==> src/rtl/pbw_pkg.sv <==
package pbw_pkg;

    typedef enum logic [1:0] {
        ST_IDLE        = 2'd0,
        ST_OPEN_FULL   = 2'd1,
        ST_OPEN_MASKED = 2'd2
    } pbw_state_e;

endpackage

==> src/rtl/pbw_row_fsm.sv <==
module pbw_row_fsm
    import pbw_pkg::*;
#(
    parameter int NUM_BYTES = 4
) (
    input  logic                 clk,
    input  logic                 rst_n,
    input  logic                 row_act,
    input  logic                 mask_req,
    input  logic                 wr_en,
    input  logic [NUM_BYTES-1:0] col_sel,
    output pbw_state_e           state_q,
    output logic                 cap_masked,
    output logic                 cap_plain,
    output logic                 close_row,
    output logic                 write_ok
);

    pbw_state_e state_d;

    // state register
    always_ff @(posedge clk or negedge rst_n) begin
        if (!rst_n) state_q <= ST_IDLE;
        else        state_q <= state_d;
    end

    // next-state logic
    always_comb begin
        state_d = state_q;
        unique case (state_q)
            ST_IDLE: begin
                if (row_act && mask_req)  state_d = ST_OPEN_MASKED; // T_OPEN_MASK
                else if (row_act)         state_d = ST_OPEN_FULL;   // T_OPEN_PLAIN
            end
            ST_OPEN_FULL, ST_OPEN_MASKED: begin
                if (!row_act)             state_d = ST_IDLE;        // T_CLOSE
            end
            default:                      state_d = ST_IDLE;
        endcase
    end

    // outputs
    always_comb begin
        cap_masked = 1'b0;
        cap_plain  = 1'b0;
        close_row  = 1'b0;
        write_ok   = 1'b0;
        unique case (state_q)
            ST_IDLE: begin
                cap_masked = row_act && mask_req;
                cap_plain  = row_act && !mask_req;
            end
            ST_OPEN_FULL, ST_OPEN_MASKED: begin
                close_row = !row_act;
                write_ok  = row_act && wr_en && (|col_sel);
            end
            default: ;
        endcase
    end

    // an open state is only ever reached or kept with the row active
    p_open_needs_row_r9: assert property (@(posedge clk) disable iff (!rst_n)
        (state_q != ST_IDLE) |-> $past(row_act));

endmodule

==> src/rtl/pbw_mask_latch.sv <==
module pbw_mask_latch #(
    parameter int NUM_BYTES = 4
) (
    input  logic                 clk,
    input  logic                 rst_n,
    input  logic                 cap_masked,
    input  logic                 cap_plain,
    input  logic                 close_row,
    input  logic [NUM_BYTES-1:0] par_pins,
    output logic [NUM_BYTES-1:0] mask_q
);

    always_ff @(posedge clk or negedge rst_n) begin
        if (!rst_n)          mask_q <= '0;
        else if (close_row)  mask_q <= '0;
        else if (cap_masked) mask_q <= par_pins;
        else if (cap_plain)  mask_q <= '1;
    end

    // a plain row cycle must leave every parity bit writable
    p_plain_all_ones_r8: assert property (@(posedge clk) disable iff (!rst_n)
        cap_plain |=> (&mask_q));

endmodule

==> src/rtl/pbw_lane_merge.sv <==
module pbw_lane_merge #(
    parameter int NUM_BYTES = 4,
    parameter int LANE_W    = 9
) (
    input  logic                        clk,
    input  logic                        rst_n,
    input  logic                        write_ok,
    input  logic [NUM_BYTES-1:0]        col_sel,
    input  logic [NUM_BYTES-1:0]        mask_q,
    input  logic [NUM_BYTES*LANE_W-1:0] wdata,
    input  logic [NUM_BYTES*LANE_W-1:0] stored,
    output logic [NUM_BYTES*LANE_W-1:0] merged,
    output logic                        write_stb
);

    localparam int WORD_W  = NUM_BYTES * LANE_W;
    localparam int PAR_BIT = LANE_W - 1;

    logic [WORD_W-1:0] next_word;

    for (genvar b = 0; b < NUM_BYTES; b++) begin : g_lane
        localparam int BASE = b * LANE_W;

        assign next_word[BASE +: PAR_BIT] =
            col_sel[b] ? wdata[BASE +: PAR_BIT] : stored[BASE +: PAR_BIT];
        assign next_word[BASE + PAR_BIT] =
            (col_sel[b] && mask_q[b]) ? wdata[BASE + PAR_BIT] : stored[BASE + PAR_BIT];

        // unselected lane passes through untouched
        p_lane_hold_r5: assert property (@(posedge clk) disable iff (!rst_n)
            (write_ok && !col_sel[b]) |=> (merged[BASE +: LANE_W] == $past(stored[BASE +: LANE_W])));

        // masked-off parity bit keeps the stored value
        p_par_keep_r3: assert property (@(posedge clk) disable iff (!rst_n)
            (write_ok && !mask_q[b]) |=> (merged[BASE + PAR_BIT] == $past(stored[BASE + PAR_BIT])));
    end

    always_ff @(posedge clk or negedge rst_n) begin
        if (!rst_n) begin
            merged    <= '0;
            write_stb <= 1'b0;
        end else begin
            write_stb <= write_ok;
            if (write_ok) merged <= next_word;
        end
    end

endmodule

==> src/rtl/par_bitmask_writer.sv <==
module par_bitmask_writer
    import pbw_pkg::*;
#(
    parameter int NUM_BYTES = 4,
    parameter int LANE_W    = 9
) (
    input  logic                        clk,
    input  logic                        rst_n,
    input  logic                        row_act,
    input  logic                        mask_req,
    input  logic [NUM_BYTES-1:0]        col_sel,
    input  logic                        wr_en,
    input  logic [NUM_BYTES*LANE_W-1:0] wdata,
    input  logic [NUM_BYTES*LANE_W-1:0] stored,
    output logic [NUM_BYTES*LANE_W-1:0] merged,
    output logic                        write_stb
);

    localparam int PAR_BIT = LANE_W - 1;

    pbw_state_e           state_q;
    logic                 cap_masked, cap_plain, close_row, write_ok;
    logic [NUM_BYTES-1:0] par_pins;
    logic [NUM_BYTES-1:0] mask_q;

    for (genvar b = 0; b < NUM_BYTES; b++) begin : g_par_tap
        assign par_pins[b] = wdata[b*LANE_W + PAR_BIT];
    end

    pbw_row_fsm #(.NUM_BYTES(NUM_BYTES)) u_fsm (
        .clk        (clk),
        .rst_n      (rst_n),
        .row_act    (row_act),
        .mask_req   (mask_req),
        .wr_en      (wr_en),
        .col_sel    (col_sel),
        .state_q    (state_q),
        .cap_masked (cap_masked),
        .cap_plain  (cap_plain),
        .close_row  (close_row),
        .write_ok   (write_ok)
    );

    pbw_mask_latch #(.NUM_BYTES(NUM_BYTES)) u_mask (
        .clk        (clk),
        .rst_n      (rst_n),
        .cap_masked (cap_masked),
        .cap_plain  (cap_plain),
        .close_row  (close_row),
        .par_pins   (par_pins),
        .mask_q     (mask_q)
    );

    pbw_lane_merge #(.NUM_BYTES(NUM_BYTES), .LANE_W(LANE_W)) u_merge (
        .clk       (clk),
        .rst_n     (rst_n),
        .write_ok  (write_ok),
        .col_sel   (col_sel),
        .mask_q    (mask_q),
        .wdata     (wdata),
        .stored    (stored),
        .merged    (merged),
        .write_stb (write_stb)
    );

    // no strobe may follow an idle cycle
    p_idle_no_write_r9: assert property (@(posedge clk) disable iff (!rst_n)
        (state_q == ST_IDLE) |=> !write_stb);

    // a strobe needs an enabled write with a lane selected
    p_stb_cause_r6: assert property (@(posedge clk) disable iff (!rst_n)
        write_stb |-> ($past(wr_en) && ($past(col_sel) != '0)));

    // the mask does not move while the row stays open
    p_mask_steady_r7: assert property (@(posedge clk) disable iff (!rst_n)
        (state_q != ST_IDLE && row_act) |=> $stable(mask_q));

    // idle with the row down means no mask remains
    p_mask_zero_idle_r8: assert property (@(posedge clk) disable iff (!rst_n)
        (state_q == ST_IDLE && !row_act) |=> (mask_q == '0));

endmodule

==> config.mk <==
export PLATFORM = sky130hd
export DESIGN_NAME = par_bitmask_writer
export DESIGN_NICKNAME = d
export VERILOG_FILES = /design/src/rtl/pbw_pkg.sv /design/src/rtl/pbw_row_fsm.sv /design/src/rtl/pbw_mask_latch.sv /design/src/rtl/pbw_lane_merge.sv /design/src/rtl/par_bitmask_writer.sv
export SDC_FILE = /design/constraint.sdc
export NUM_CORES = 1
export LEC_CHECK = 0
export ABC_AREA = 0
export BUFFER_PORTS_ARGS = -buffer_cell sky130_fd_sc_hd__buf_2
export CORE_MARGIN = 2
export CORE_UTILIZATION = 47
export DETAILED_ROUTE_END_ITERATION = 12
export PLACE_DENSITY = 0.95
export SLEW_MARGIN = 20
export SYNTH_ARGS = -nofsm -noshare
export SYNTH_HDL_FRONTEND = slang
export SYNTH_HIERARCHICAL = 1
export SYNTH_SLANG_ARGS = --single-unit
==> constraint.sdc <==
create_clock -name clk -period 4.7 [get_ports clk]
set_clock_uncertainty 0.2 [all_clocks]
set_input_delay 0.47 -clock clk [delete_from_list [all_inputs] [get_ports clk]]
set_output_delay 0.47 -clock clk [all_outputs]
set_load 0.005 [all_outputs]
Word-level counts from Yosys, hierarchy flattened
Cells that the tools add are included.
{"block": "word_totals", "register_bits": 43, "latchBits": 0, "mem_bits_rw": 0, "mem_bits_ro": 0, "input_bits": 81, "output_inout_bits": 37, "mem_count": 0}
{"block": "op_classes", "n_addsub": 0, "n_mul": 0, "div": 0, "n_lt_le_gt_ge": 0, "n_eq_ne": 4, "n_shift": 0, "muxes": 19, "bitwise_logic": 0, "reduce_logical": 15}
{"op": "$mux 8", "n": 4}
{"op": "$mux 4", "n": 3}
{"op": "$logic_and 1x1->1", "n": 8}
{"op": "$mux 1", "n": 8}
{"op": "$mux 2", "n": 3}
{"op": "$pmux 2 s2", "n": 1}
{"op": "$reduce_or 4->1", "n": 1}
{"op": "$ne 3x2->1 const B", "n": 1}
{"op": "$reduce_bool 3->1", "n": 1}
{"op": "$eq 2x1->1 const B", "n": 1}
{"op": "$eq 2x2->1 const B", "n": 1}
{"op": "$logic_not 1->1", "n": 2}
{"op": "$logic_not 2->1", "n": 1}
{"op": "$ne 2x2->1 const B", "n": 1}
{"op": "$reduce_and 2->1", "n": 1}
{"op": "$reduce_or 2->1", "n": 1}

Depth between registers and ports, before layout
Gate-level depths: netlist of run 1.
{"block": "depth", "ltp_word": 6, "depth_mapped": 8, "ltp_nobuf": 6}

Modules after synthesis
Netlist of run 1, hierarchy kept.
{"mod": "pbw_lane_merge", "n_inst": 1, "cells_per_inst": 161, "area_each_um2": 1744.2}
{"mod": "pbw_mask_latch", "n_inst": 1, "cells_per_inst": 16, "area_each_um2": 165.2}
{"mod": "pbw_row_fsm", "n_inst": 1, "cells_per_inst": 16, "area_each_um2": 135.1}

Worst setup path before layout of run 1
OpenSTA, ideal clock, no wires.
{"block": "synth_path", "path_kind": "reg2reg", "from": "reg u_fsm.state_q[0]", "to": "reg u_merge.merged[0]", "setup_time_ps": 126, "t_arrival_ps": 1268, "t_required_ps": 4374, "slack_ps": 3107, "path_stages_with_launch": 8, "n_path_buf": 2, "period_less_slack_ps": 1593, "cell_sequence": "dfrtp_1 -> inv_1 -> ha_1 -> nand3_1 -> nor2_1 -> buf_4 -> buf_2 -> a21oi_1"}
{"block": "synth_via", "elab_chain_len": 3, "elab_cells_between_ends": 4}
{"element": "start, declared", "line_no": "pbw_row_fsm.sv:12", "source": "output pbw_state_e state_q,"}
{"element": "start signal, assigned", "line_no": "pbw_row_fsm.sv:24", "source": "else state_q <= state_d;"}
{"element": "$eq 2x1->1 or $eq 2x2->1 (tied branches)", "line_no": "pbw_row_fsm.sv:48", "source": "unique case (state_q)"}
{"element": "$reduce_or 2->1 *", "line_no": "pbw_row_fsm.sv:48"}
{"element": "$mux 1 *", "line_no": "pbw_row_fsm.sv:48"}
{"element": "via write_ok", "line_no": "par_bitmask_writer.sv:22", "source": "logic cap_masked, cap_plain, close_row, write_ok;"}
{"element": "end signal, assigned", "line_no": "pbw_lane_merge.sv:44", "source": "if (write_ok) merged <= next_word;"}
{"element": "end, declared", "line_no": "pbw_lane_merge.sv:12", "source": "output logic [NUM_BYTES*LANE_W-1:0] merged,"}
Mark *: on every way through the listed nets, which the timed path passes. The rest lies on a longest branch.
A chain may end at the register's enable or synchronous reset.

Final worst setup path of run 1
{"block": "layout_path", "from": "reg u_fsm.state_q[0]", "to": "reg u_merge.merged[30]"}
Same word-level chain as after synthesis.

==> results of run 1 <==
-- where the power goes --
part / internal [mW] / switching, mW / leakage, nW
clock network: 0.134 / 0.119 / 0.0515
logic: 0.247 / 0.262 / 0.886
registers: 0.549 / 0.0956 / 0.485
-- layout make-up --
| cell class | count | area [sq um] |
|---|---|---|
| Inverter | 3 | 11.3 |
| Timing Repair Buffer | 118 | 593 |
| Sequential cell | 43 | 1080 |
| Fill cell | 349 | 1390 |
| Multi-Input combinational cell | 135 | 852 |
| Clock buffer | 8 | 100 |
| Tap cell | 50 | 62.6 |
-- metal layers --
layer / global-route usage (%) / vias to the layer above / part of all wire (%)
met3: 5.05 / 9 / 8.0
met2: 36.8 / 80 / 51
met4: 7.91 / 0 / 1.4
met5: 0 / - / 0
li1: - / 897 / -
met1: 22.9 / 835 / 40
-- state kept, by name, indices dropped and copies added (netlist names) --
register / cells
u_merge/merged: 36
u_fsm/state_q: 2
u_merge/write_stb: 1
u_mask/mask_q: 4
-- stage by stage --
stage | utilization [%] | hold WS (ns) | power [mW] | setup WS (ns) | cells
2_1_floorplan | - | -0.0256 | 0.923 | 3.11 | 193
3_3_place_gp | 63.5 | 0.297 | 1.13 | 2.29 | 349
3_5_place_dp | 63.5 | 0.300 | 1.17 | 2.23 | 349
4_1_cts | 66.0 | 0.157 | 1.43 | 2.27 | 357
5_1_grt | 66.0 | 0.211 | 1.53 | 2.05 | 357
6_report | 66.0 | 0.115 | 1.41 | 2.24 | 357
-- worst min-delay path by stage --
stage / endpoint / depth (start not counted) / from / slack (ns)
2_1_floorplan: u_fsm/state_q[0]$_DFFE_PN0P_ / 0 / rst_n / -0.03
3_3_place_gp: u_fsm/state_q[1]$_DFFE_PN0P_ / 2 / u_fsm/state_q[1]$_DFFE_PN0P_ / 0.30
3_5_place_dp: u_fsm/state_q[1]$_DFFE_PN0P_ / 2 / u_fsm/state_q[1]$_DFFE_PN0P_ / 0.30
4_1_cts: u_merge/merged[19]$_DFFE_PN0P_ / 1 / rst_n / 0.16
5_1_grt: u_mask/mask_q[2]$_DFFE_PN0P_ / 1 / rst_n / 0.21
6_report: u_merge/merged[19]$_DFFE_PN0P_ / 1 / rst_n / 0.12
-- critical path, cell delays in order (launching register included) --
cell and delay [ns]:
dfrtp_1 0.33, inv_1 0.05, ha_1 0.35, nand3_1 0.17
nor2_4 0.57, buf_4 0.46, nor2_1 0.09, a21oi_1 0.14
-- layout by cell type (no fill, tap or decap) --
master / count
nand2_1: 1
dfrtp_1: 43
inv_1: 3
and2b_2: 1
nand3_1: 6
clkbuf_8: 7
clkbuf_1: 1
nor2_1: 35
o32ai_1: 1
nor2b_1: 4
nor2_2: 2
ha_1: 1
nor4_1: 1
buf_2: 117
a21bo_1: 4
nor3_1: 8
a21oi_1: 32
a31oi_1: 4
o22ai_1: 1
buf_4: 1
mux2i_1: 33
nor2_4: 1
-- cell families after synthesis --
| logic type | after synthesis | share of synthesized area, % |
|---|---|---|
| simple gates | 59 | 12.8 |
| flops | 43 | 52.6 |
| compound gates | 42 | 11.8 |
| mux | 33 | 16.2 |
| buf+inv | 15 | 6.06 |
| fa+ha+maj | 1 | 0.612 |
==> flow_summary.json, run 1 <==
{
  "drc_errors": 0,
  "hold_path_class": "in -> async",
  "wl_per_cell_microns": 13.3,
  "worstSkewPairLatency_ns": 0.29,
  "p_leak_nw": 1.42,
  "ctsLongestPathBuffers": 2,
  "drt-total-wl_microns": 4750,
  "min_period_ns": 2.46,
  "tns_ns": 0,
  "synth.area.top_cells": "dfrtp_1 53%, mux2i_1 16%, a21oi_1 7.8%",
  "stdcell_area_sq_um": 2700,
  "cts-root-buf": "clkbuf_8",
  "clock-sinks": 43,
  "vias": 1821,
  "crit_type": "reg -> reg",
  "synth_common_cells": "43 x dfrtp_1, 36 x nor2_1, 33 x mux2i_1",
  "numCtsBuffers": 5,
  "ctsHoldBuffers": 0,
  "required_ns": 4.71,
  "netlist.area_leader.share_pct": 52.6,
  "worstSetupEndpointType": "register",
  "synth-edff-count": 0,
  "r2r_slack_ns": 2.24,
  "post_cts_buffers": 0,
  "crit_path_start": "u_fsm/state_q[0]$_DFFE_PN0P_",
  "drt_pre_antenna_iters": 4,
  "die_h_microns": 70.0,
  "r2r.worst_path.cells": 7,
  "synth_flop_cell": "dfrtp_1",
  "rsz0062_at_grt": "no",
  "synth_cell_type_count": 20,
  "timing.rr.start": "u_fsm/state_q[0]$_DFFE_PN0P_",
  "grt_pass1_vias": 1907,
  "power_density_nw_per_um2": 522,
  "crit_end": "u_merge/merged[30]$_DFFE_PN0P_",
  "drive_above_1_share_pct": 42.0,
  "num_rows": 23,
  "outcome": "complete, no violations",
  "start_util_pct": 50.0,
  "io_buffer_count": 117,
  "reg2reg_to": "u_merge/merged[30]$_DFFE_PN0P_",
  "syn_area_per_cell_sq_um": 10.6,
  "yosysSeqAreaShare_pct": 52.6,
  "fin_crit_sh_pct": 52.3,
  "arrival_ns": 2.47,
  "die-area_sq_um": 4890,
  "grt_pass1_wl_microns": 8050,
  "setup_viol": 0,
  "antenna_found_initial": 0,
  "grt_max_degree": 44,
  "post_dp_cell_area_sq_um": 2590,
  "track_usage_pct": 20.4,
  "dp_hpwl_microns": 3680,
  "synthCells": 193,
  "synth.most_common_cell": "dfrtp_1",
  "ant_nets": 0,
  "relSlewSlack_pct": 37.7,
  "cts_resized": 0,
  "drv_cap": 0,
  "synth_seq_cells": 43,
  "drt_iter0_markers": 79,
  "detail_route.vias_per_cell": 5.10,
  "synth_area_sq_um": 2040,
  "finalHoldViolCount": 0,
  "drv_slew": 0,
  "io_pins": 118,
  "h-tree-depth": 2,
  "cts_tree": "built",
  "areaGrowthSynthToFinish_pct": 31.8,
  "ys_async_sr_fraction_pct": 100,
  "gp_congestion": 0.757,
  "core_sq_um": 4090,
  "syn-num-nets": 275,
  "worstMarginPinSlew_ns": 0.935,
  "path_clk_slew_ns": 0.08,
  "yosys.area.top_type": "dfrtp_1",
  "ir_drop_mv": 0.243,
  "critPathMaxFanout": 41,
  "layout.nets": 388,
  "num_antenna_cells": 0,
  "grt-ovfl-total": 0,
  "ys_warn_count": 6,
  "die_w_microns": 70.0,
  "start_kind": "register",
  "max_freq_mhz": 407
}
Note: power is estimated with default switching activity, not from simulation.
==> run 2, diff against run 1 <==
CORE_UTILIZATION = 44   (was 47)
PLACE_DENSITY = 0.9   (was 0.95)
clock period = 2.5 ns   (was 4.7 ns; I/O delays follow)
==> run 2 against run 1 <==
- fmax grew 31%
- combinational power rose by 89%
- flip-flop and latch count is the same
- sequential share of layout area grew 0.11 points
- non-clock buffer count grew 2
- wire length barely moved
- total power up 82%
- core utilization fell by 5.1 points
- largest power group unchanged
- highest routed layer unchanged
==> flow_summary.json, run 2 (synthesis gave the netlist of run 1 again) <==
{
  "power_mw": 2.56,
  "crit_type": "reg -> reg",
  "grt_pass1_vias": 1726,
  "die_h_microns": 72.2,
  "rsz0062_at_grt": "no",
  "critPathSlowestCell": "buf_4",
  "die_w_microns": 72.2,
  "io_pins": 118,
  "num_antenna_cells": 0,
  "timing.rr.start": "u_fsm/state_q[0]$_DFFE_PN0P_",
  "track_usage_pct": 18.3,
  "drc_errors": 0,
  "cp_top_family": "buffers and inverters",
  "fin_crit_sh_pct": 75.2,
  "numCtsBuffers": 5,
  "ant_nets": 0,
  "hold_path_startpoint": "mask_req",
  "critPathMaxFanout": 43,
  "largest-register": "u_merge/merged",
  "worstMarginPinSlew_ns": 0.927,
  "cp_num_buf_inv": 2,
  "post_cts_buffers": 0,
  "clock-sinks": 43,
  "max_freq_mhz": 532,
  "required_ns": 2.50,
  "p_int_mw": 1.69,
  "grt_pass1_wl_microns": 7530,
  "drv_slew": 0,
  "tns_ns": 0,
  "max_stage_delay_ns": 0.37,
  "layout_commonest_cell": "buf_2",
  "worstSetupEndpointType": "register",
  "cts-root-buf": "clkbuf_8",
  "p_sw_share_pct": 34.2,
  "outcome": "complete, no violations",
  "drv_cap": 0,
  "path_clk_slew_ns": 0.07,
  "p_leak_nw": 1.42,
  "arrival_ns": 1.88,
  "worstSkewPairLatency_ns": 0.28,
  "crit_path_start": "u_fsm/state_q[0]$_DFFE_PN0P_",
  "ctsLongestPathBuffers": 2,
  "grt_max_degree": 44,
  "areaGrowthSynthToFinish_pct": 31.5,
  "layout_common_cells": "117 x buf_2, 43 x dfrtp_1, 35 x nor2_1, 33 x mux2i_1, 32 x a21oi_1",
  "drt_iter0_markers": 127,
  "drt-total-wl_microns": 4750,
  "setup_viol": 0,
  "num_rows": 24,
  "io_buffer_count": 117,
  "dp_hpwl_microns": 3580,
  "start_kind": "register",
  "detail_route.vias_per_cell": 5.01,
  "relSlewSlack_pct": 38.2,
  "antenna_found_initial": 0,
  "grt-ovfl-total": 0,
  "p_comb_share_pct": 37.6,
  "clockPowerShare_pct": 15.0,
  "hold_path_class": "in -> reg",
  "gp_congestion": 0.793,
  "p_switching_mw": 0.876,
  "h-tree-depth": 2,
  "core_sq_um": 4410,
  "finalHoldViolCount": 0,
  "path_cells": "inv_1 -> ha_1 -> nand3_1 -> nor2_4 -> buf_4 -> nor2_1 -> a21oi_1",
  "largest_reg_flops": 36,
  "power_density_nw_per_um2": 954,
  "wl_per_cell_microns": 13.2,
  "min_period_ns": 1.88,
  "die-area_sq_um": 5210,
  "ir_drop_mv": 0.420,
  "cts_resized": 0,
  "drive_above_1_share_pct": 41.7,
  "cts_tree": "built",
  "vias": 1799,
  "power_frac_seq_pct": 47.5,
  "layout.nets": 390,
  "start_util_pct": 46.3,
  "drt_pre_antenna_iters": 4,
  "largestRegisters": "u_merge/merged (36), u_mask/mask_q (4), u_fsm/state_q (2)"
}
run 2: changes by cell type in the layout (fill, tap and decap cells not counted), sizes merged:
cell / before / now
buf: 118 / 119
clkbuf: 8 / 6
dlygate4sd3: 0 / 1
run 2: worst register-to-register path, stage by stage, from the launching register on:
cell and delay [ns]:
dfrtp_1 0.33, inv_1 0.06, ha_1 0.35, nand3_1 0.15, nor2_4 0.11, buf_4 0.37, nor2_1 0.10, a21oi_1 0.15
run 2: final timing paths:
path,to,slack [ns],cells past startpoint
worst max-delay path,u_merge/merged[21]$_DFFE_PN0P_,0.62,7
worst min-delay path,u_fsm/state_q[0]$_DFFE_PN0P_,0.03,2
worst max register to register,u_merge/merged[21]$_DFFE_PN0P_,0.62,7
worst min register to register,u_merge/merged[28]$_DFFE_PN0P_,0.32,2
max in group asynchronous,u_merge/merged[10]$_DFFE_PN0P_,1.07,2
min in group asynchronous,u_mask/mask_q[2]$_DFFE_PN0P_,0.45,2
run 2: power by group through the flow:
| stage | Clock (mW) | Combinational [mW] | Sequential, mW |
|---|---|---|---|
| 2_1_floorplan | 0 | 0.495 | 1.24 |
| 3_3_place_gp | 0 | 0.920 | 1.22 |
| 3_5_place_dp | 0 | 0.977 | 1.22 |
| 4_1_cts | 0.403 | 0.974 | 1.22 |
| 5_1_grt | 0.427 | 1.08 | 1.26 |
| 6_report | 0.383 | 0.962 | 1.22 |
run 2: stage by stage:
| step | instance area (sq um) | cells | utilization, % | hold WS [ns] | setup WS, ns |
|---|---|---|---|---|---|
| CTS | 2690 | 359 | 60.9 | 0.00629 | 0.611 |
| detailed placement | 2610 | 352 | 59.0 | 0.247 | 0.624 |
| global route | 2690 | 359 | 60.9 | 0.00222 | 0.448 |
| floorplan | 2040 | 193 | - | -0.246 | 0.907 |
| global placement | 2610 | 352 | 59.0 | 0.238 | 0.698 |
| finish | 2690 | 359 | 60.9 | 0.0323 | 0.620 |
run 2: layout make-up:
class                      count  area, sq um
timing repair buffer         120          611
multi-input combinational    135          852
inverter                       3         11.3
fill                         384         1730
sequential                    43         1080
clock buffer                   6         72.6
tap                           52         65.1
run 2: metal layers:
layer	vias up	track usage, %	wire (microns)
li1	901	-	-
met1	813	23.8	2080
met2	79	30.6	2330
met3	6	2.92	298
met5	-	0	0
met4	0	7.76	42
run 2: timing repair:
item | 4_1_cts | 5_1_grt
hold endpoints to repair | 43 | 0
setup endpoints to repair | 0 | 0
hold buffers | 1 | 0
